--- src/rtl/quad_pos_counter.sv ---
module quad_pos_counter #(
  parameter int DATA_W      = 16,
  parameter int SYNC_STAGES = 2,
  parameter int FCNT_W      = 3,
  parameter int FPER_W      = 8
) (
  input  logic              clk,
  input  logic              rst_n,
  input  logic              phase_a,
  input  logic              phase_b,
  input  logic              index_in,
  input  logic              home_in,
  input  logic              bus_wr,
  input  logic              bus_rd,
  input  logic [3:0]        bus_addr,
  input  logic [DATA_W-1:0] bus_wdata,
  output logic [DATA_W-1:0] bus_rdata,
  output logic              irq
);
  localparam int POS_W = 2 * DATA_W;
  localparam logic [3:0] A_CTL = 4'd0, A_CTL2 = 4'd1, A_FILT = 4'd2,
    A_INITH = 4'd3, A_INITL = 4'd4, A_MODH = 4'd5, A_MODL = 4'd6,
    A_CMPH = 4'd7, A_CMPL = 4'd8, A_POSH = 4'd9, A_HPOSH = 4'd10,
    A_HPOSL = 4'd11, A_DIFF = 4'd12, A_HDIFF = 4'd13, A_REV = 4'd14,
    A_HREV = 4'd15;

  logic rev_dir, sp_mode, idx_en, idx_fall, home_en, home_fall;
  logic idx_ie, home_ie, cmp_ie, idx_flag, home_flag, cmp_flag;
  logic mod_en, rev_mode, trig_zero, trig_hold, ro_ie, ru_ie, ro_flag, ru_flag;
  logic [FCNT_W-1:0] filt_cnt;
  logic [FPER_W-1:0] filt_per, per_cnt;
  logic [POS_W-1:0] init_r, mod_r, cmp_r, pos_q, pos_d, hold_pos;
  logic [DATA_W-1:0] diff_q, diff_d, rev_q, rev_d, hold_diff, hold_rev;
  logic [SYNC_STAGES-1:0] sa, sb, si, sh;
  logic [1:0] filt, fprev, fin;
  logic [FCNT_W:0] mcnt [2];
  logic idx_p, home_p, dir_up_q;

  wire wr_ctl  = bus_wr && bus_addr == A_CTL;
  wire wr_ctl2 = bus_wr && bus_addr == A_CTL2;
  wire swinit  = wr_ctl && bus_wdata[0];
  wire snap    = bus_rd && bus_addr == A_POSH;
  wire tick    = per_cnt == filt_per;
  assign fin   = {sa[SYNC_STAGES-1], sb[SYNC_STAGES-1]};

  wire idx_s   = si[SYNC_STAGES-1];
  wire home_s  = sh[SYNC_STAGES-1];
  wire idx_evt  = idx_fall  ? (~idx_s & idx_p)   : (idx_s & ~idx_p);
  wire home_evt = home_fall ? (~home_s & home_p) : (home_s & ~home_p);
  wire trig_load = (idx_evt & idx_en) | (home_evt & home_en);
  wire take_hold = snap | (trig_hold & trig_load);

  logic q_up, q_dn, raw_up, raw_dn, cnt_up, cnt_dn;
  always_comb begin
    q_up = (fprev == 2'b00 && filt == 2'b10) || (fprev == 2'b10 && filt == 2'b11) ||
           (fprev == 2'b11 && filt == 2'b01) || (fprev == 2'b01 && filt == 2'b00);
    q_dn = (fprev == 2'b10 && filt == 2'b00) || (fprev == 2'b11 && filt == 2'b10) ||
           (fprev == 2'b01 && filt == 2'b11) || (fprev == 2'b00 && filt == 2'b01);
    raw_up = sp_mode ? (filt[1] & ~fprev[1] & ~filt[0]) : q_up;
    raw_dn = sp_mode ? (filt[1] & ~fprev[1] &  filt[0]) : q_dn;
    cnt_up = rev_dir ? raw_dn : raw_up;
    cnt_dn = rev_dir ? raw_up : raw_dn;
  end

  logic ro_evt, ru_evt, c_up, c_dn;
  always_comb begin
    pos_d = pos_q; ro_evt = 1'b0; ru_evt = 1'b0; c_up = 1'b0; c_dn = 1'b0;
    if (swinit) pos_d = init_r;
    else if (trig_load) pos_d = trig_zero ? '0 : init_r;
    else if (cnt_up) begin
      c_up = 1'b1;
      if (mod_en && pos_q == mod_r) begin pos_d = init_r; ro_evt = 1'b1; end
      else begin pos_d = pos_q + 1'b1; ro_evt = !mod_en && pos_q == '1; end
    end else if (cnt_dn) begin
      c_dn = 1'b1;
      if (mod_en && pos_q == init_r) begin pos_d = mod_r; ru_evt = 1'b1; end
      else begin pos_d = pos_q - 1'b1; ru_evt = !mod_en && pos_q == '0; end
    end
    diff_d = take_hold ? '0 : diff_q;
    if (c_up) diff_d = diff_d + 1'b1;
    else if (c_dn) diff_d = diff_d - 1'b1;
    rev_d = rev_q;
    if (!rev_mode && idx_evt) rev_d = dir_up_q ? rev_q + 1'b1 : rev_q - 1'b1;
    else if (rev_mode && ro_evt) rev_d = rev_q + 1'b1;
    else if (rev_mode && ru_evt) rev_d = rev_q - 1'b1;
  end

  wire cmp_evt = (pos_d != pos_q) && (pos_d == cmp_r);

  always_ff @(posedge clk or negedge rst_n) begin
    if (!rst_n) begin
      sa <= '0; sb <= '0; si <= '0; sh <= '0;
      filt <= '0; fprev <= '0; per_cnt <= '0;
      mcnt[0] <= '0; mcnt[1] <= '0;
      idx_p <= 1'b0; home_p <= 1'b0; dir_up_q <= 1'b1;
      {rev_dir, sp_mode, idx_en, idx_fall, home_en, home_fall} <= '0;
      {idx_ie, home_ie, cmp_ie, idx_flag, home_flag, cmp_flag} <= '0;
      {mod_en, rev_mode, trig_zero, trig_hold, ro_ie, ru_ie, ro_flag, ru_flag} <= '0;
      filt_cnt <= '0; filt_per <= '0;
      init_r <= '0; mod_r <= '0; cmp_r <= '1; pos_q <= '0; hold_pos <= '0;
      diff_q <= '0; rev_q <= '0; hold_diff <= '0; hold_rev <= '0;
    end else begin
      sa <= {sa[SYNC_STAGES-2:0], phase_a};
      sb <= {sb[SYNC_STAGES-2:0], phase_b};
      si <= {si[SYNC_STAGES-2:0], index_in};
      sh <= {sh[SYNC_STAGES-2:0], home_in};
      idx_p <= idx_s; home_p <= home_s;
      per_cnt <= tick ? '0 : per_cnt + 1'b1;
      for (int k = 0; k < 2; k++) begin
        if (tick) begin
          if (fin[k] != filt[k]) begin
            if (mcnt[k] == {1'b0, filt_cnt}) begin
              filt[k] <= fin[k];
              mcnt[k] <= '0;
            end else mcnt[k] <= mcnt[k] + 1'b1;
          end else mcnt[k] <= '0;
        end
      end
      fprev <= filt;
      pos_q <= pos_d; diff_q <= diff_d; rev_q <= rev_d;
      if (c_up) dir_up_q <= 1'b1;
      else if (c_dn) dir_up_q <= 1'b0;
      if (take_hold) begin hold_pos <= pos_q; hold_diff <= diff_q; hold_rev <= rev_q; end
      idx_flag  <= idx_evt  | (idx_flag  & ~(wr_ctl  & bus_wdata[8]));
      home_flag <= home_evt | (home_flag & ~(wr_ctl  & bus_wdata[10]));
      cmp_flag  <= cmp_evt  | (cmp_flag  & ~(wr_ctl  & bus_wdata[12]));
      ro_flag   <= ro_evt   | (ro_flag   & ~(wr_ctl2 & bus_wdata[5]));
      ru_flag   <= ru_evt   | (ru_flag   & ~(wr_ctl2 & bus_wdata[7]));
      if (bus_wr) begin
        case (bus_addr)
          A_CTL: begin
            {home_fall, home_en, idx_fall, idx_en, sp_mode, rev_dir} <= bus_wdata[6:1];
            idx_ie <= bus_wdata[7]; home_ie <= bus_wdata[9]; cmp_ie <= bus_wdata[11];
          end
          A_CTL2: begin
            {ro_ie, trig_hold, trig_zero, rev_mode, mod_en} <= bus_wdata[4:0];
            ru_ie <= bus_wdata[6];
          end
          A_FILT: {filt_per, filt_cnt} <= bus_wdata[FPER_W+FCNT_W-1:0];
          A_INITH: init_r[POS_W-1:DATA_W] <= bus_wdata;
          A_INITL: init_r[DATA_W-1:0]     <= bus_wdata;
          A_MODH:  mod_r[POS_W-1:DATA_W]  <= bus_wdata;
          A_MODL:  mod_r[DATA_W-1:0]      <= bus_wdata;
          A_CMPH:  cmp_r[POS_W-1:DATA_W]  <= bus_wdata;
          A_CMPL:  cmp_r[DATA_W-1:0]      <= bus_wdata;
          default: ;
        endcase
      end
    end
  end

  always_comb begin
    case (bus_addr)
      A_CTL:   bus_rdata = DATA_W'({cmp_flag, cmp_ie, home_flag, home_ie, idx_flag, idx_ie,
                                    home_fall, home_en, idx_fall, idx_en, sp_mode, rev_dir, 1'b0});
      A_CTL2:  bus_rdata = DATA_W'({ru_flag, ru_ie, ro_flag, ro_ie, trig_hold, trig_zero,
                                    rev_mode, mod_en});
      A_FILT:  bus_rdata = DATA_W'({filt_per, filt_cnt});
      A_INITH: bus_rdata = init_r[POS_W-1:DATA_W];
      A_INITL: bus_rdata = init_r[DATA_W-1:0];
      A_MODH:  bus_rdata = mod_r[POS_W-1:DATA_W];
      A_MODL:  bus_rdata = mod_r[DATA_W-1:0];
      A_CMPH:  bus_rdata = cmp_r[POS_W-1:DATA_W];
      A_CMPL:  bus_rdata = cmp_r[DATA_W-1:0];
      A_POSH:  bus_rdata = pos_q[POS_W-1:DATA_W];
      A_HPOSH: bus_rdata = hold_pos[POS_W-1:DATA_W];
      A_HPOSL: bus_rdata = hold_pos[DATA_W-1:0];
      A_DIFF:  bus_rdata = diff_q;
      A_HDIFF: bus_rdata = hold_diff;
      A_REV:   bus_rdata = rev_q;
      default: bus_rdata = hold_rev;
    endcase
  end

  assign irq = (idx_flag & idx_ie) | (home_flag & home_ie) | (cmp_flag & cmp_ie) |
               (ro_flag & ro_ie) | (ru_flag & ru_ie);

  p_swinit_r5: assert property (@(posedge clk) disable iff (!rst_n)
    swinit |=> pos_q == $past(init_r));
  p_illegal_r3: assert property (@(posedge clk) disable iff (!rst_n)
    ((filt ^ fprev) == 2'b11 && !sp_mode && !swinit && !trig_load) |=> pos_q == $past(pos_q));
  p_wrap_r7: assert property (@(posedge clk) disable iff (!rst_n)
    (mod_en && cnt_up && pos_q == mod_r && !swinit && !trig_load) |=> (pos_q == $past(init_r) && ro_flag));
  p_snap_r11: assert property (@(posedge clk) disable iff (!rst_n)
    snap |=> (hold_pos == $past(pos_q) && hold_rev == $past(rev_q) && hold_diff == $past(diff_q)));
  p_sticky_r10: assert property (@(posedge clk) disable iff (!rst_n)
    (idx_flag && !(wr_ctl && bus_wdata[8])) |=> idx_flag);
  p_cmp_r9: assert property (@(posedge clk) disable iff (!rst_n)
    (pos_q != $past(pos_q) && pos_q == $past(cmp_r)) |-> cmp_flag);
endmodule

--- config.mk ---
export PLATFORM = sky130hd
export DESIGN_NAME = quad_pos_counter
export DESIGN_NICKNAME = d
export VERILOG_FILES = /design/src/rtl/quad_pos_counter.sv
export SDC_FILE = /design/constraint.sdc
export NUM_CORES = 1
export LEC_CHECK = 0
export BUFFER_PORTS_ARGS = -buffer_cell sky130_fd_sc_hd__buf_4
export CAP_MARGIN = 25
export CORE_MARGIN = 1.5
export CORE_UTILIZATION = 32
export CTS_BUF_LIST = sky130_fd_sc_hd__clkbuf_4 sky130_fd_sc_hd__clkbuf_8 sky130_fd_sc_hd__clkbuf_16
export DETAILED_ROUTE_END_ITERATION = 10
export PLACE_DENSITY = 0.46
export SLEW_MARGIN = 20
export SYNTH_ARGS = -nofsm -noshare
export SYNTH_HDL_FRONTEND = slang
export SYNTH_SLANG_ARGS = --single-unit
--- constraint.sdc ---
create_clock -name clk -period 5.1 [get_ports clk]
set_input_delay 0.51 -clock clk [delete_from_list [all_inputs] [get_ports clk]]
set_output_delay 0.51 -clock clk [all_outputs]
set_load 0.02 [all_outputs]
Word level (Yosys, flattened, before mapping)
Cells that the tools add are included.

storage, ports and cells
  bits in registers = 286
  output and inout port bits = 17
  bits of input ports = 28
  word-level logic and storage cells = 222

operators by class
  equality and inequality tests = 30
  bitwise operators = 47
  add/sub/neg operators = 9
  reduce and logical (&&, ||, !) cells = 45
  multiplexer cells = 44

operator list
  kind                                                                    number
  16-bit one-hot mux with 15 select lines                                 1
  32-bit 2-to-1 mux                                                       7
  16-bit 2-to-1 mux                                                       7
  32-bit equality test                                                    3
  16-bit by 1-bit adder with 16-bit output (second input constant)        2
  32-bit by 1-bit adder with 32-bit output (second input constant)        1
  32-bit equality test (second input constant)                            1
  32-bit zero test                                                        1
  32-bit inequality test                                                  1
  16-bit by 1-bit subtractor with 16-bit output (second input constant)   2
  32-bit by 1-bit subtractor with 32-bit output (second input constant)   1
  4-bit equality test (second input constant)                             7
  1-bit AND                                                               25
  1-bit 2-to-1 mux                                                        24
  1-bit logical AND                                                       20
  2-bit AND reduction                                                     9
  4-bit by 3-bit equality test with 1-bit output (second input constant)  4
  4-bit 2-to-1 mux                                                        4
  1-bit NOT                                                               11
  1-bit OR                                                                11
  4-bit by 1-bit adder with 4-bit output (second input constant)          2
  8-bit by 1-bit adder with 8-bit output (second input constant)          1
  2-bit equality test (second input constant)                             4
  4-bit by 2-bit equality test with 1-bit output (second input constant)  2
  13 further kinds                                                        24

Logic depth before layout (Yosys ltp)
  word-level depth = 15
  mapped depth = 18
  mapped depth without buffers = 17

Worst setup path after synthesis
No wires, ideal clock.

  path kind = reg2reg
  start = register pos_q[3]
  end = register cmp_flag
  data required time = 4980 ps
  path slack = 1097 ps
  data arrival time = 3883 ps
  stages on the path, launching flop included = 14
  period minus slack after synthesis = 4003 ps
  setup time = 120 ps
  path buffers = 1
  path through = dfrtp_1 buf_6 xor2_2 or4_4 nor4_4 nand4_4 mux2i_1 a2bb2oi_1 a41o_1 or4_1 or4_1 nor4_2 nand3_1 a41o_1

on the way
  longest elaborated chain between the ends = 10
  elaborated cells on any way between the ends = 16
  classes of those cells = add/sub: 2; eq/ne: 4; mux: 6; bitwise: 1; reduce/logical: 3

RTL lines
  item                                                                                                   line  text
  start, declared                                                                                        32    logic [POS_W-1:0] init_r, mod_r, cmp_r, pos_q, pos_d, hold_pos;
  start signal, assigned                                                                                 120   pos_q <= pos_d; diff_q <= diff_d; rev_q <= rev_d;
  parallel branches: the longest is 8 deep, another holds 32-bit by 1-bit subtractor with 32-bit output  n/a
  1-bit logical AND (*)                                                                                  88    wire cmp_evt = (pos_d != pos_q) && (pos_d == cmp_r);
  1-bit OR (*)                                                                                           126   cmp_flag <= cmp_evt | (cmp_flag & ~(wr_ctl & bus_wdata[12]));
  end signal, assigned                                                                                   126
  end, declared                                                                                          28    logic idx_ie, home_ie, cmp_ie, idx_flag, home_flag, cmp_flag;

Every way passes the cells marked *.
A chain may end at the register's enable or synchronous reset.

Worst setup path in the final report
  start = register pos_q[5]
  end = register cmp_flag

The elaborated chain is that of the path after synthesis.

==> results.yml <==
clock_network:
  clk_path_buf_depth: 3
  cts_tree: "done"
  cts_made_buffers: 36
  insertion_delay_ps: 570
  h-tree-depth: 2
  path_clk_slew_ps: 60
  numClockSinks: 286
  clockRootBuffer: "clkbuf_16"
detailed_routing:
  drt-initial-drc-count: 2568
  drc: 0
  dr_total_vias: 21005
  detail_route.wl_per_cell_um: 37.8
  routed_wl_um: 125000
  viasPerCell: 6.37
  ant_nets: 0
  dr.pass1.iters: 6
logic_synthesis:
  yosysSeqAreaShare_pct: 36.4
  syn_nets: 2337
  netlist_top_cells_area: "dfrtp_1 (32%), mux2_2 (7.4%), nand2_1 (6.6%)"
  synth.avg_cell_area_um2: 8.59
  synth_flop_cell: "dfrtp_1"
  yosysTopAreaCellShare_pct: 32.0
  synth-async-reset-ratio_pct: 100
  synthDistinctLibCells: 88
  synth-edff-count: 0
  yosysMostFrequentCell: "nand2_1"
  yosys_warnings: 0
  synth_commonest_cells: "nand2_1 (348), dfrtp_1 (253), clkbuf_1 (142)"
  synth-seq-cells: 286
  yosys.area.top_type: "dfrtp_1"
  syn_area_mm2: 0.0198
  synthCells: 2299
grt:
  antenna_found_initial: 14
  grt_pass1_wl_um: 170000
  grt_usage_pct: 38.9
  first_global_vias: 20321
  grt-ovfl-total: 0
  grt_max_degree: 98
floorplan:
  die_h_um: 251
  die_area_mm2: 0.0632
  initial_core_util_pct: 32.5
  die_w_um: 251
  io_pins: 45
  core_mm2: 0.0607
  placementRows: 90
sta:
  relSlewSlack_pct: 27.5
  drv_slew: 0
  fin_hold_ws_ps: -86.9
  finalClockSkew_ps: 27.0
  fin_crit_sh_pct: 97.9
  setup_viol: 0
  final-hold-violation-count: 7
  tns_ps: 0
  rsz0062_at_grt: "false"
  final.min_clock_period_ps: 4990
  worst_slew_pin_slew_ps: 1090
  fmax_ghz: 0.200
placed_design:
  dp_hpwl_um: 96200
  place.gp.congestion: 1.03
  port_buffers: 44
  placed_area_mm2: 0.0226
setup_path:
  crit_top_cell: "buf_4"
  r2r-start: "pos_q[5]$_DFF_PN0_"
  slowest_delay_ps: 680
  cp-end-kind: "flip-flop"
  critPathMaxFanout: 12
  start_kind: "flip-flop"
  crit_start: "pos_q[5]$_DFF_PN0_"
  worstPathArrival_ps: 5480
  r2r_setup_slack_ps: 110
  critPathSlowestCell: "dfrtp_1"
  crit_type: "reg -> reg"
  worstReg2RegEnd: "cmp_flag$_DFF_PN0_"
  cp_cell_sequence: "nor2b_1 > a2111oi_0 > o2111a_1 > nand4_4 > buf_4 > buf_4 > nand2_1 > o22ai_1 > a22oi_1 > or2_2 > a31oi_1 > or4_1 > nor4_1 > a41o_1"
  worstRegToRegCells: 14
  required_ps: 5590
layout:
  final_cell_area_mm2: 0.0239
  drive_gt1_share_pct: 23.9
  diodes: 0
  layout.nets: 2526
  post-route-util_pct: 39.3
  area_growth_pct: 20.9
  regArea_mm2: 0.00720
  multi_input_area_mm2: 0.0116
  fill_cells: 6195
pwr:
  p_total_mw: 16.1
  peakVddDrop_mv: 0.414
  power_density_mw_per_mm2: 673
  p_leak_nw: 10.3
status:
  outcome: "finished with violations"
  violations: "hold timing"
flow_run:
  maxCapViolations: 0
hold_path:
  hold_path_class: "in -> async"
-- where the power goes --
| part | switching (mW) | internal [mW] |
|---|---|---|
| logic | 5.85 | 3.09 |
| clock network | 1.10 | 1.64 |
| registers | 1.34 | 3.05 |
| total | 8.29 | 7.78 |
-- state kept, by name (all words and copies together) (netlist names), 2 cells and up --
| signal | flops |
|---|---|
| si | 2 |
| cmp_r | 32 |
| hold_pos | 32 |
| filt | 2 |
| sb | 2 |
| hold_rev | 16 |
| rev_q | 16 |
| fprev | 2 |
| sh | 2 |
| per_cnt | 8 |
| mod_r | 32 |
| sa | 2 |
| filt_per | 8 |
| init_r | 32 |
| mcnt | 8 |
| diff_q | 16 |
| hold_diff | 16 |
| filt_cnt | 3 |
| pos_q | 32 |
-- critical path: cells and delay by family (launching register included) --
kind                   cells  cell delay (ps)
and+or+nand+nor            6             1710
buffers and inverters      2              470
DFF                        1              680
AOI/OAI and AO/OA          6             2050
-- what timing repair did --
item,4_1_cts,5_1_grt
gates resized for setup,0,2
setup endpoints to repair,0,2
setup buffers,0,0
hold buffers,0,0
-- cells by family after synthesis --
| family | count (synthesis) | synth area share, % |
|---|---|---|
| flip-flops | 286 | 36.4 |
| buffers and inverters | 238 | 4.96 |
| adder cells (fa/ha/maj) | 10 | 0.633 |
| AO/OA/AOI/OAI | 528 | 18.9 |
| AND/OR/NAND/NOR | 924 | 23.2 |
| multiplexers | 173 | 9.59 |
| XOR/XNOR | 140 | 6.24 |
-- through the flow --
step	hold slack (ps)	cells	setup slack (ps)
6_report	-86.9	3296	108
5_1_grt	0.530	3296	72.0
4_1_cts	24.1	3296	205
3_5_place_dp	336	3232	234
3_3_place_gp	337	3231	311
2_1_floorplan	214	2299	1100
-- cell usage in the layout (no fill, tap or decap), drive strengths merged, types with 61 or more instances in the layout --
master  count
a21oi      61
a22oi      91
buf       335
dfrtp     253
mux2      130
nand2     349
nand3      92
nand4      64
nor2      133
o21ai     128
xnor2      97
-- worst max path at each step --
| stage | endpoint | slack (ps) | depth (start not counted) |
|---|---|---|---|
| final | cmp_flag$_DFF_PN0_ | 110 | 14 |
| after global routing | cmp_flag$_DFF_PN0_ | 70 | 13 |
| after CTS | cmp_flag$_DFF_PN0_ | 210 | 17 |
| after detailed placement | cmp_flag$_DFF_PN0_ | 230 | 17 |
| after global placement | cmp_flag$_DFF_PN0_ | 310 | 17 |
| after floorplan | cmp_flag$_DFF_PN0_ | 1100 | 13 |
-- cell type report --
class / instances / share of cell area [%]
inverters: 54 / 0.849
repair buffers: 335 / 10.9
multi-input cells: 1775 / 48.7
clock inverters: 13 / 0.760
flip-flops and latches: 286 / 30.1
clock buffers: 51 / 4.53
well taps: 782 / 4.10
-- routing by layer --
metal  wire length, um  up-vias  track usage, %
met3             10300      290            6.74
li1                  -     8826               -
met5                46        -               0
met2             54900     1244            60.5
met4              8190        6            22.0
met1             51100    10639            51.2
(Power assumes the default switching activity.)
